### config.mk
export PLATFORM = sky130hd
export DESIGN_NAME = thermwin_top
export DESIGN_NICKNAME = d
export VERILOG_FILES = /design/src/rtl/thermwin_pkg.sv /design/src/rtl/thermwin_regs.sv /design/src/rtl/thermwin_window.sv /design/src/rtl/thermwin_flag.sv /design/src/rtl/thermwin_top.sv
export SDC_FILE = /design/constraint.sdc
export NUM_CORES = 1
export LEC_CHECK = 0
export ABC_AREA = 1
export BUFFER_PORTS_ARGS = -buffer_cell sky130_fd_sc_hd__buf_2
export CAP_MARGIN = 20
export CORE_MARGIN = 3
export CORE_UTILIZATION = 45
export CTS_CLUSTER_SIZE = 14
export DETAILED_ROUTE_END_ITERATION = 10
export HOLD_SLACK_MARGIN = 0.1
export PLACE_DENSITY = 0.72
export SLEW_MARGIN = 10
export SYNTH_ARGS = -nofsm -noshare
export SYNTH_HDL_FRONTEND = slang
export SYNTH_SLANG_ARGS = --single-unit
### constraint.sdc
create_clock -name clk -period 2.5 [get_ports clk]
set_input_delay 0 -clock clk [delete_from_list [all_inputs] [get_ports clk]]
set_output_delay 0 -clock clk [all_outputs]
set_load 0.01 [all_outputs]
### src/rtl/thermwin_pkg.sv
package thermwin_pkg;
  typedef enum logic [2:0] {
    SEL_LOW  = 3'd0,
    SEL_HIGH = 3'd1,
    SEL_MODE = 3'd2,
    SEL_IEN  = 3'd3,
    SEL_CLR  = 3'd4
  } wsel_e;

  localparam int MODE_EN_BIT  = 0;
  localparam int IEN_CMP_BIT  = 1;
  localparam int CLR_CMP_BIT  = 1;
endpackage

### src/rtl/thermwin_regs.sv
module thermwin_regs
  import thermwin_pkg::*;
#(
  parameter int CODE_W = 12
) (
  input  logic              clk,
  input  logic              rst_n,
  input  logic              wr_en,
  input  logic [2:0]        wr_sel,
  input  logic [CODE_W-1:0] wr_data,
  output logic [CODE_W-1:0] lim_lo,
  output logic [CODE_W-1:0] lim_hi,
  output logic              cmp_en,
  output logic              irq_en,
  output logic              clr_cmp
);
  logic [CODE_W-1:0] lo_q, lo_d, hi_q, hi_d;
  logic              en_q, en_d, ie_q, ie_d;
  wsel_e             sel;

  assign sel = wsel_e'(wr_sel);

  always_comb begin
    lo_d    = lo_q;
    hi_d    = hi_q;
    en_d    = en_q;
    ie_d    = ie_q;
    clr_cmp = 1'b0;
    if (wr_en) begin
      case (sel)
        SEL_LOW:  lo_d    = wr_data;
        SEL_HIGH: hi_d    = wr_data;
        SEL_MODE: en_d    = wr_data[MODE_EN_BIT];
        SEL_IEN:  ie_d    = wr_data[IEN_CMP_BIT];
        SEL_CLR:  clr_cmp = wr_data[CLR_CMP_BIT];
        default:  ;
      endcase
    end
  end

  always_ff @(posedge clk or negedge rst_n) begin
    if (!rst_n) begin
      lo_q <= '0;
      hi_q <= '1;
      en_q <= 1'b0;
      ie_q <= 1'b0;
    end else begin
      lo_q <= lo_d;
      hi_q <= hi_d;
      en_q <= en_d;
      ie_q <= ie_d;
    end
  end

  assign lim_lo = lo_q;
  assign lim_hi = hi_q;
  assign cmp_en = en_q;
  assign irq_en = ie_q;


  lim_hold_chk: assert property (@(posedge clk) disable iff (!rst_n)
    !(wr_en && wr_sel == 3'd0) |=> $stable(lim_lo));
endmodule

### src/rtl/thermwin_window.sv
module thermwin_window #(
  parameter int CODE_W = 12
) (
  input  logic [CODE_W-1:0] code,
  input  logic [CODE_W-1:0] lim_lo,
  input  logic [CODE_W-1:0] lim_hi,
  output logic              outside
);
  logic below, above;

  always_comb begin
    below   = code < lim_lo;
    above   = code > lim_hi;
    outside = below | above;
  end
endmodule

### src/rtl/thermwin_flag.sv
module thermwin_flag (
  input  logic clk,
  input  logic rst_n,
  input  logic set_req,
  input  logic clr_req,
  input  logic irq_en,
  output logic flag,
  output logic irq
);
  logic flag_q, flag_d, irq_q, irq_d;

  always_comb begin
    flag_d = flag_q;
    if (clr_req) flag_d = 1'b0;
    if (set_req) flag_d = 1'b1;
    irq_d = flag_q & irq_en;
  end

  always_ff @(posedge clk or negedge rst_n) begin
    if (!rst_n) begin
      flag_q <= 1'b0;
      irq_q  <= 1'b0;
    end else begin
      flag_q <= flag_d;
      irq_q  <= irq_d;
    end
  end

  assign flag = flag_q;
  assign irq  = irq_q;


  flag_sticky_chk: assert property (@(posedge clk) disable iff (!rst_n)
    (flag && !clr_req) |=> flag);

  set_wins_chk: assert property (@(posedge clk) disable iff (!rst_n)
    set_req |=> flag);

  irq_follow_chk: assert property (@(posedge clk) disable iff (!rst_n)
    (flag && irq_en) |=> irq);

  irq_quiet_chk: assert property (@(posedge clk) disable iff (!rst_n)
    !(flag && irq_en) |=> !irq);
endmodule

### src/rtl/thermwin_top.sv
module thermwin_top #(
  parameter int CODE_W = 12
) (
  input  logic              clk,
  input  logic              rst_n,
  input  logic [CODE_W-1:0] res_code,
  input  logic              res_vld,
  input  logic              wr_en,
  input  logic [2:0]        wr_sel,
  input  logic [CODE_W-1:0] wr_data,
  output logic              cmp_flag,
  output logic              cmp_irq
);
  logic [CODE_W-1:0] lim_lo, lim_hi;
  logic              cmp_en, irq_en, clr_cmp, outside, set_req;

  thermwin_regs #(.CODE_W(CODE_W)) u_regs (
    .clk     (clk),
    .rst_n   (rst_n),
    .wr_en   (wr_en),
    .wr_sel  (wr_sel),
    .wr_data (wr_data),
    .lim_lo  (lim_lo),
    .lim_hi  (lim_hi),
    .cmp_en  (cmp_en),
    .irq_en  (irq_en),
    .clr_cmp (clr_cmp)
  );

  thermwin_window #(.CODE_W(CODE_W)) u_window (
    .code    (res_code),
    .lim_lo  (lim_lo),
    .lim_hi  (lim_hi),
    .outside (outside)
  );

  assign set_req = res_vld & cmp_en & outside;

  thermwin_flag u_flag (
    .clk     (clk),
    .rst_n   (rst_n),
    .set_req (set_req),
    .clr_req (clr_cmp),
    .irq_en  (irq_en),
    .flag    (cmp_flag),
    .irq     (cmp_irq)
  );


  set_gated_chk: assert property (@(posedge clk) disable iff (!rst_n)
    $rose(cmp_flag) |-> $past(res_vld && cmp_en));

  set_outside_chk: assert property (@(posedge clk) disable iff (!rst_n)
    $rose(cmp_flag) |-> $past(res_code < lim_lo || res_code > lim_hi));

  clear_chk: assert property (@(posedge clk) disable iff (!rst_n)
    (clr_cmp && !(res_vld && cmp_en && outside)) |=> !cmp_flag);
endmodule

==> qor.yml, run 1 <==
finish:
  multi_input_area_um2: 908.4
  final_cell_mix: "58 x nand2_1, 49 x inv_1, 32 x buf_2"
  area_delta_synth_final_pct: 22.44
  layout_commonest_cell: "nand2_1"
  n_fill_cell: 349
  ff_latch_area_um2: 715.7
  postLayoutCoreUtil_pct: 59.42
  final_area_um2: 2273
  n_antenna_cell: 0
  num-nets-final: 323
  drive_above_1_share_pct: 30.22
cts:
  clock-root-buffer: "clkbuf_8"
  cts-resized-gates: 0
  clkTransAtPathRegs_ns: 0.10
  cts.sinks: 28
  htree_levels: 1
  cts_tree: "done"
  clock_latency_ns: 0.28
  cts_made_buffers: 3
  clockBufferDepth: 2
floorplan:
  ios: 33
  num_rows: 22
  initial_utilization_pct: 48.53
  dieHeight_um: 70.24
  die_area_um2: 4933
  fp.coreArea_um2: 3826
  die_x_um: 70.24
critical_path:
  crit_chain: "inv_1 -> ha_1 -> a21o_2 -> nor2_1 -> nand3_1 -> nand2_1 -> nand2_1 -> nand2_1 -> nand2_1"
  critPathMaxStageDelay_ns: 0.54
  worstPathArrival_ns: 1.77
  crit_start: "u_regs.lim_hi[11]$_DFFE_PN1P_"
  cp.required_ns: 2.67
  reg2reg_slack_ns: 0.89
  crit_slowest_cell: "dfstp_2"
  cp_num_buf_inv: 1
  path_class: "reg2reg"
  cp-start-kind: "flip-flop"
  rr_startpoint: "u_regs.lim_hi[11]$_DFFE_PN1P_"
  critical_path.top_delay_family: "flip-flops"
  endpoint_kind: "flip-flop"
  critPathMaxFanout: 2
  path_common_cell: "nand2_1"
timing:
  finalSetupViolCount: 0
  setup-tns-final_ns: 0
  timing.final.crit_share_pct: 64.26
  slew_headroom_pct: 59.01
  finalHoldViolCount: 0
  fin_hold_ws_ns: 0.1523
  worst_pin_slew_ns: 0.6148
  fmax_mhz: 622.4
  skew_ns: 0.003742
  rsz0062_at_grt: "false"
  period_needed_ns: 1.607
  maxSlewViolCount: 0
run_status:
  outcome: "finished clean"
detailed_routing:
  route.detailed.wl_per_inst_um: 10.69
  drtIter0Drc: 50
  vias: 1448
  drt_first_pass_iters: 4
  ant_nets: 0
  vias_per_cell: 4.582
  wl_um: 3377
  drc: 0
synthesis:
  synth_enable_flop_cells: 0
  synthTopCellsByArea: "dfrtp_1 22%, dfstp_2 17%, ha_1 15%, nand2_1 12%, o21ai_2 11%"
  syn_area_um2: 1857
  async_flop_share_pct: 100.0
  syn-num-nets: 273
  yosysTopAreaCellShare_pct: 21.56
  ys_types: 19
  yosysSeqAreaShare_pct: 38.54
  synth_area_leader_cell: "dfrtp_1"
  synth_flop_cell: "dfrtp_1"
  syn_inst: 219
  yosys_register_bits: 28
  synth.avg_cell_area_um2: 8.478
  synth_warnings: 0
worst_hold_path:
  hold_path_class: "in2reg"
  worstHoldStart: "wr_en"
pwr:
  power-per-cell-area_nw_per_um2: 615.2
  p_leak_nw: 1.240
  vdd_drop_max_uv: 308.1
placed_design:
  dp.final_hpwl_um: 2460
  port_buffers: 32
  gp_congestion: 0.7382
  dpl_cell_area_um2: 2032
global_route:
  grt_max_degree: 29
  grt_pass1_wl_um: 6196
  grt-ovfl-total: 0
  antenna_found_initial: 0
  track_usage_pct: 15.43
  first_global_vias: 1465
job:
  max_cap_violations: 0
## tightest hold or removal path: stages
cell and delay, ns:
buf_2 0.09, inv_1 0.09, o21ai_0 0.13, nand2_1 0.08
## timing repair
item,CTS,global route
endpoints found under the setup margin,0,0
buffers inserted,0,0
hold buffers,17,0
endpoints found under the hold margin,43,0
## where the power goes
group	internal, mW	switching (mW)	total [mW]
Sequential	0.566	0.0444	0.610
Clock	0.215	0.147	0.361
Combinational	0.195	0.232	0.427
## cell usage after synthesis, types with 4 or more instances
| master | number |
|---|---|
| a21oi_1 | 8 |
| buf_6 | 4 |
| dfrtp_1 | 16 |
| dfstp_2 | 12 |
| ha_1 | 23 |
| inv_1 | 49 |
| nand2_1 | 58 |
| nand3_1 | 4 |
| nor2_1 | 4 |
| o21ai_0 | 4 |
| o21ai_2 | 24 |
## cell families after synthesis
kind of cell / count (synthesis) / synth area share [%]
simple gates: 77 / 18.40
buf+inv: 54 / 12.53
compound gates: 37 / 15.03
flops: 28 / 38.54
fa+ha+maj: 23 / 15.50
## per-stage QoR
step / setup WS (ns) / instances / total power, mW
global route: 0.7909 / 316 / 1.517
detailed placement: 0.9484 / 295 / 1.029
floorplan: 1.039 / 219 / 0.9183
CTS: 0.8929 / 316 / 1.417
global placement: 0.9609 / 295 / 1.016
finish: 0.8934 / 316 / 1.399
## sequential cells by signal (all words and copies together) (netlist names)
signal         flops
u_regs.lim_hi     12
u_regs.lim_lo     12
u_flag.flag        1
u_flag.irq         1
u_regs.cmp_en      1
u_regs.irq_en      1
## path summary, 6_finish.rpt
check,endpoint,depth (start not counted)
worst max-delay path,u_flag.flag$_DFFE_PN0P_,9
worst min-delay path,u_flag.flag$_DFFE_PN0P_,4
worst max register to register,u_flag.flag$_DFFE_PN0P_,9
worst min register to register,u_regs.lim_hi[8]$_DFFE_PN1P_,2
max in group asynchronous,u_flag.flag$_DFFE_PN0P_,2
min in group asynchronous,u_regs.lim_lo[11]$_DFFE_PN0P_,2
## metal layers
layer / track usage [%] / share of wire (%) / wire length, um
met1: 19.10 / 47 / 1584
met2: 26.40 / 48 / 1628
met3: 2.446 / 2.7 / 92
met4: 6.383 / 2.1 / 72
met5: 0 / 0 / 0
## layout make-up
| class | instances | share of cell area [%] |
|---|---|---|
| Clock buffer | 3 | 1.816 |
| Inverter | 50 | 8.255 |
| Clock inverter | 1 | 1.321 |
| Timing Repair Buffer | 49 | 14.53 |
| Tap cell | 48 | 2.642 |
| Sequential cell | 28 | 31.48 |
| Multi-Input combinational cell | 137 | 39.96 |
No activity file was read; power rests on OpenSTA's default activity.
==> inputs of run 2 (changes only) <==
--- a/config.mk
+++ b/config.mk
@@ -13,7 +13,7 @@
 export CTS_CLUSTER_SIZE = 14
 export DETAILED_ROUTE_END_ITERATION = 10
 export HOLD_SLACK_MARGIN = 0.1
-export PLACE_DENSITY = 0.72
+export PLACE_DENSITY = 0.75
 export SLEW_MARGIN = 10
 export SYNTH_ARGS = -nofsm -noshare
 export SYNTH_HDL_FRONTEND = slang
==> constraint.sdc (replaced) <==
create_clock -name clk -period 1.4 [get_ports clk]
set_input_delay 0 -clock clk [delete_from_list [all_inputs] [get_ports clk]]
set_output_delay 0 -clock clk [all_outputs]
set_load 0.01 [all_outputs]
==> qor.yml, run 2 (synthesized netlist as in run 1, its figures left out) <==
run_status:
  outcome: "finished, violations left"
  violations: "negative setup slack"
timing:
  maxSlewViolCount: 0
  period_needed_ns: 1.517
  fin_hold_ws_ns: 0.1139
  finalSetupViolCount: 1
  slew_headroom_pct: 58.90
  worst_pin_slew_ns: 0.6164
  finalHoldViolCount: 0
  skew_ns: 0.003683
  rsz0062_at_grt: "true"
  fmax_mhz: 659.2
  finalWorstSetupSlack_ns: -0.1169
  timing.final.crit_share_pct: 108.4
finish:
  n_fill_cell: 338
  layout_commonest_cell: "nand2_1"
  n_antenna_cell: 0
  num-nets-final: 326
  instances_no_fill: 319
  drive_above_1_share_pct: 40.22
  area_delta_synth_final_pct: 30.32
  postLayoutCoreUtil_pct: 63.24
  final_cell_mix: "55 x nand2_1, 39 x inv_1, 32 x buf_2"
pwr:
  power_mw: 2.520
  power-per-cell-area_nw_per_um2: 1041
  vdd_drop_max_uv: 602.2
  p_leak_nw: 1.246
global_route:
  grt_pass1_wl_um: 6313
  use_met3_pct: 2.014
  antenna_found_initial: 0
  first_global_vias: 1503
  track_usage_pct: 15.80
  grt.busiest_layer: "met2"
  grt_use_met1_pct: 19.05
  grt-ovfl-total: 0
  grt_max_degree: 29
  use_met2_pct: 28.07
detailed_routing:
  vias_per_cell: 4.614
  drtIter0Drc: 51
  drc: 0
  wl_um: 3636
  vias: 1472
  drt_first_pass_iters: 4
  route.detailed.wl_per_inst_um: 11.40
  ant_nets: 0
floorplan:
  dieHeight_um: 70.24
  num_rows: 22
  die_area_um2: 4933
  initial_utilization_pct: 48.53
  fp.coreArea_um2: 3826
  ios: 33
  die_x_um: 70.24
placed_design:
  port_buffers: 32
  dp.final_hpwl_um: 2603
  pre_cts_ws_ns: -0.1049
  dpl.cell_count: 297
  gp_congestion: 0.7706
critical_path:
  worstPathArrival_ns: 1.69
  cp-start-kind: "flip-flop"
  cp.required_ns: 1.58
  critPathMaxFanout: 3
  endpoint_kind: "flip-flop"
  reg2reg_slack_ns: -0.12
  path_class: "reg2reg"
cts:
  cts_tree: "done"
  clockBufferDepth: 2
  cts_made_buffers: 3
  clock-root-buffer: "clkbuf_8"
  cts.sinks: 28
  clkTransAtPathRegs_ns: 0.10
  clock_latency_ns: 0.28
  htree_levels: 1
worst_hold_path:
  hold_path_class: "in2reg"
job:
  max_cap_violations: 0
run 2: layout make-up:
type                            count  area, um^2  area share, %
Multi-Input combinational cell    137        1049          43.33
Sequential cell                    28       715.7          29.58
Timing Repair Buffer               52       352.8          14.58
Inverter                           50       187.7          7.756
Tap cell                           48       60.06          2.482
Clock buffer                        4       55.05          2.275
run 2: worst paths after layout:
check | start | end | cells past startpoint
max | u_regs.lim_hi[7]$_DFFE_PN1P_ | u_flag.flag$_DFFE_PN0P_ | 9
min | wr_en | u_flag.flag$_DFFE_PN0P_ | 4
max reg2reg | u_regs.lim_hi[7]$_DFFE_PN1P_ | u_flag.flag$_DFFE_PN0P_ | 9
min reg2reg | u_regs.lim_hi[4]$_DFFE_PN1P_ | u_regs.lim_hi[4]$_DFFE_PN1P_ | 2
max in group asynchronous | rst_n | u_regs.lim_lo[7]$_DFFE_PN0P_ | 2
min in group asynchronous | rst_n | u_regs.lim_lo[2]$_DFFE_PN0P_ | 2
run 2: stage by stage:
stage / instance area, um^2 / TNS, ns
final: 2420 / -0.1169
after global routing: 2420 / -0.2236
after CTS: 2372 / -0.1095
after detailed placement: 2122 / -0.1049
after global placement: 2122 / -0.1020
after floorplan: 1932 / -0.006922
run 2: worst max-delay path, cell delays in order (launching register included):
cell     delay [ns]
dfstp_2        0.54
inv_1          0.06
ha_4           0.28
nand4_1        0.10
nor2_2         0.15
nand4_1        0.08
nand2_1        0.07
nand2_1        0.04
nand2_1        0.05
nand2_1        0.04
run 2: routing by layer:
metal	vias to the layer above	wire length, um	share of wire [%]
met2	15	1908	52
met5	-	0	0
met1	668	1578	43
li1	784	-	-
met4	0	64	1.8
met3	5	83	2.3
run 2: where the power goes:
part | internal [mW] | total, mW | switching [mW] | leakage [nW]
sequential | 1.01 | 1.10 | 0.0909 | 0.325
combinational | 0.431 | 0.904 | 0.474 | 0.892
clock | 0.252 | 0.513 | 0.260 | 0.0288
total | 1.69 | 2.52 | 0.825 | 1.25
run 2: repair_timing:
item	in CTS	in global routing
hold endpoints to repair	43	0
pin swaps	1	7
buffers inserted	0	1
setup endpoints to repair	1	1
gates resized for setup	4	10
hold buffers	17	0
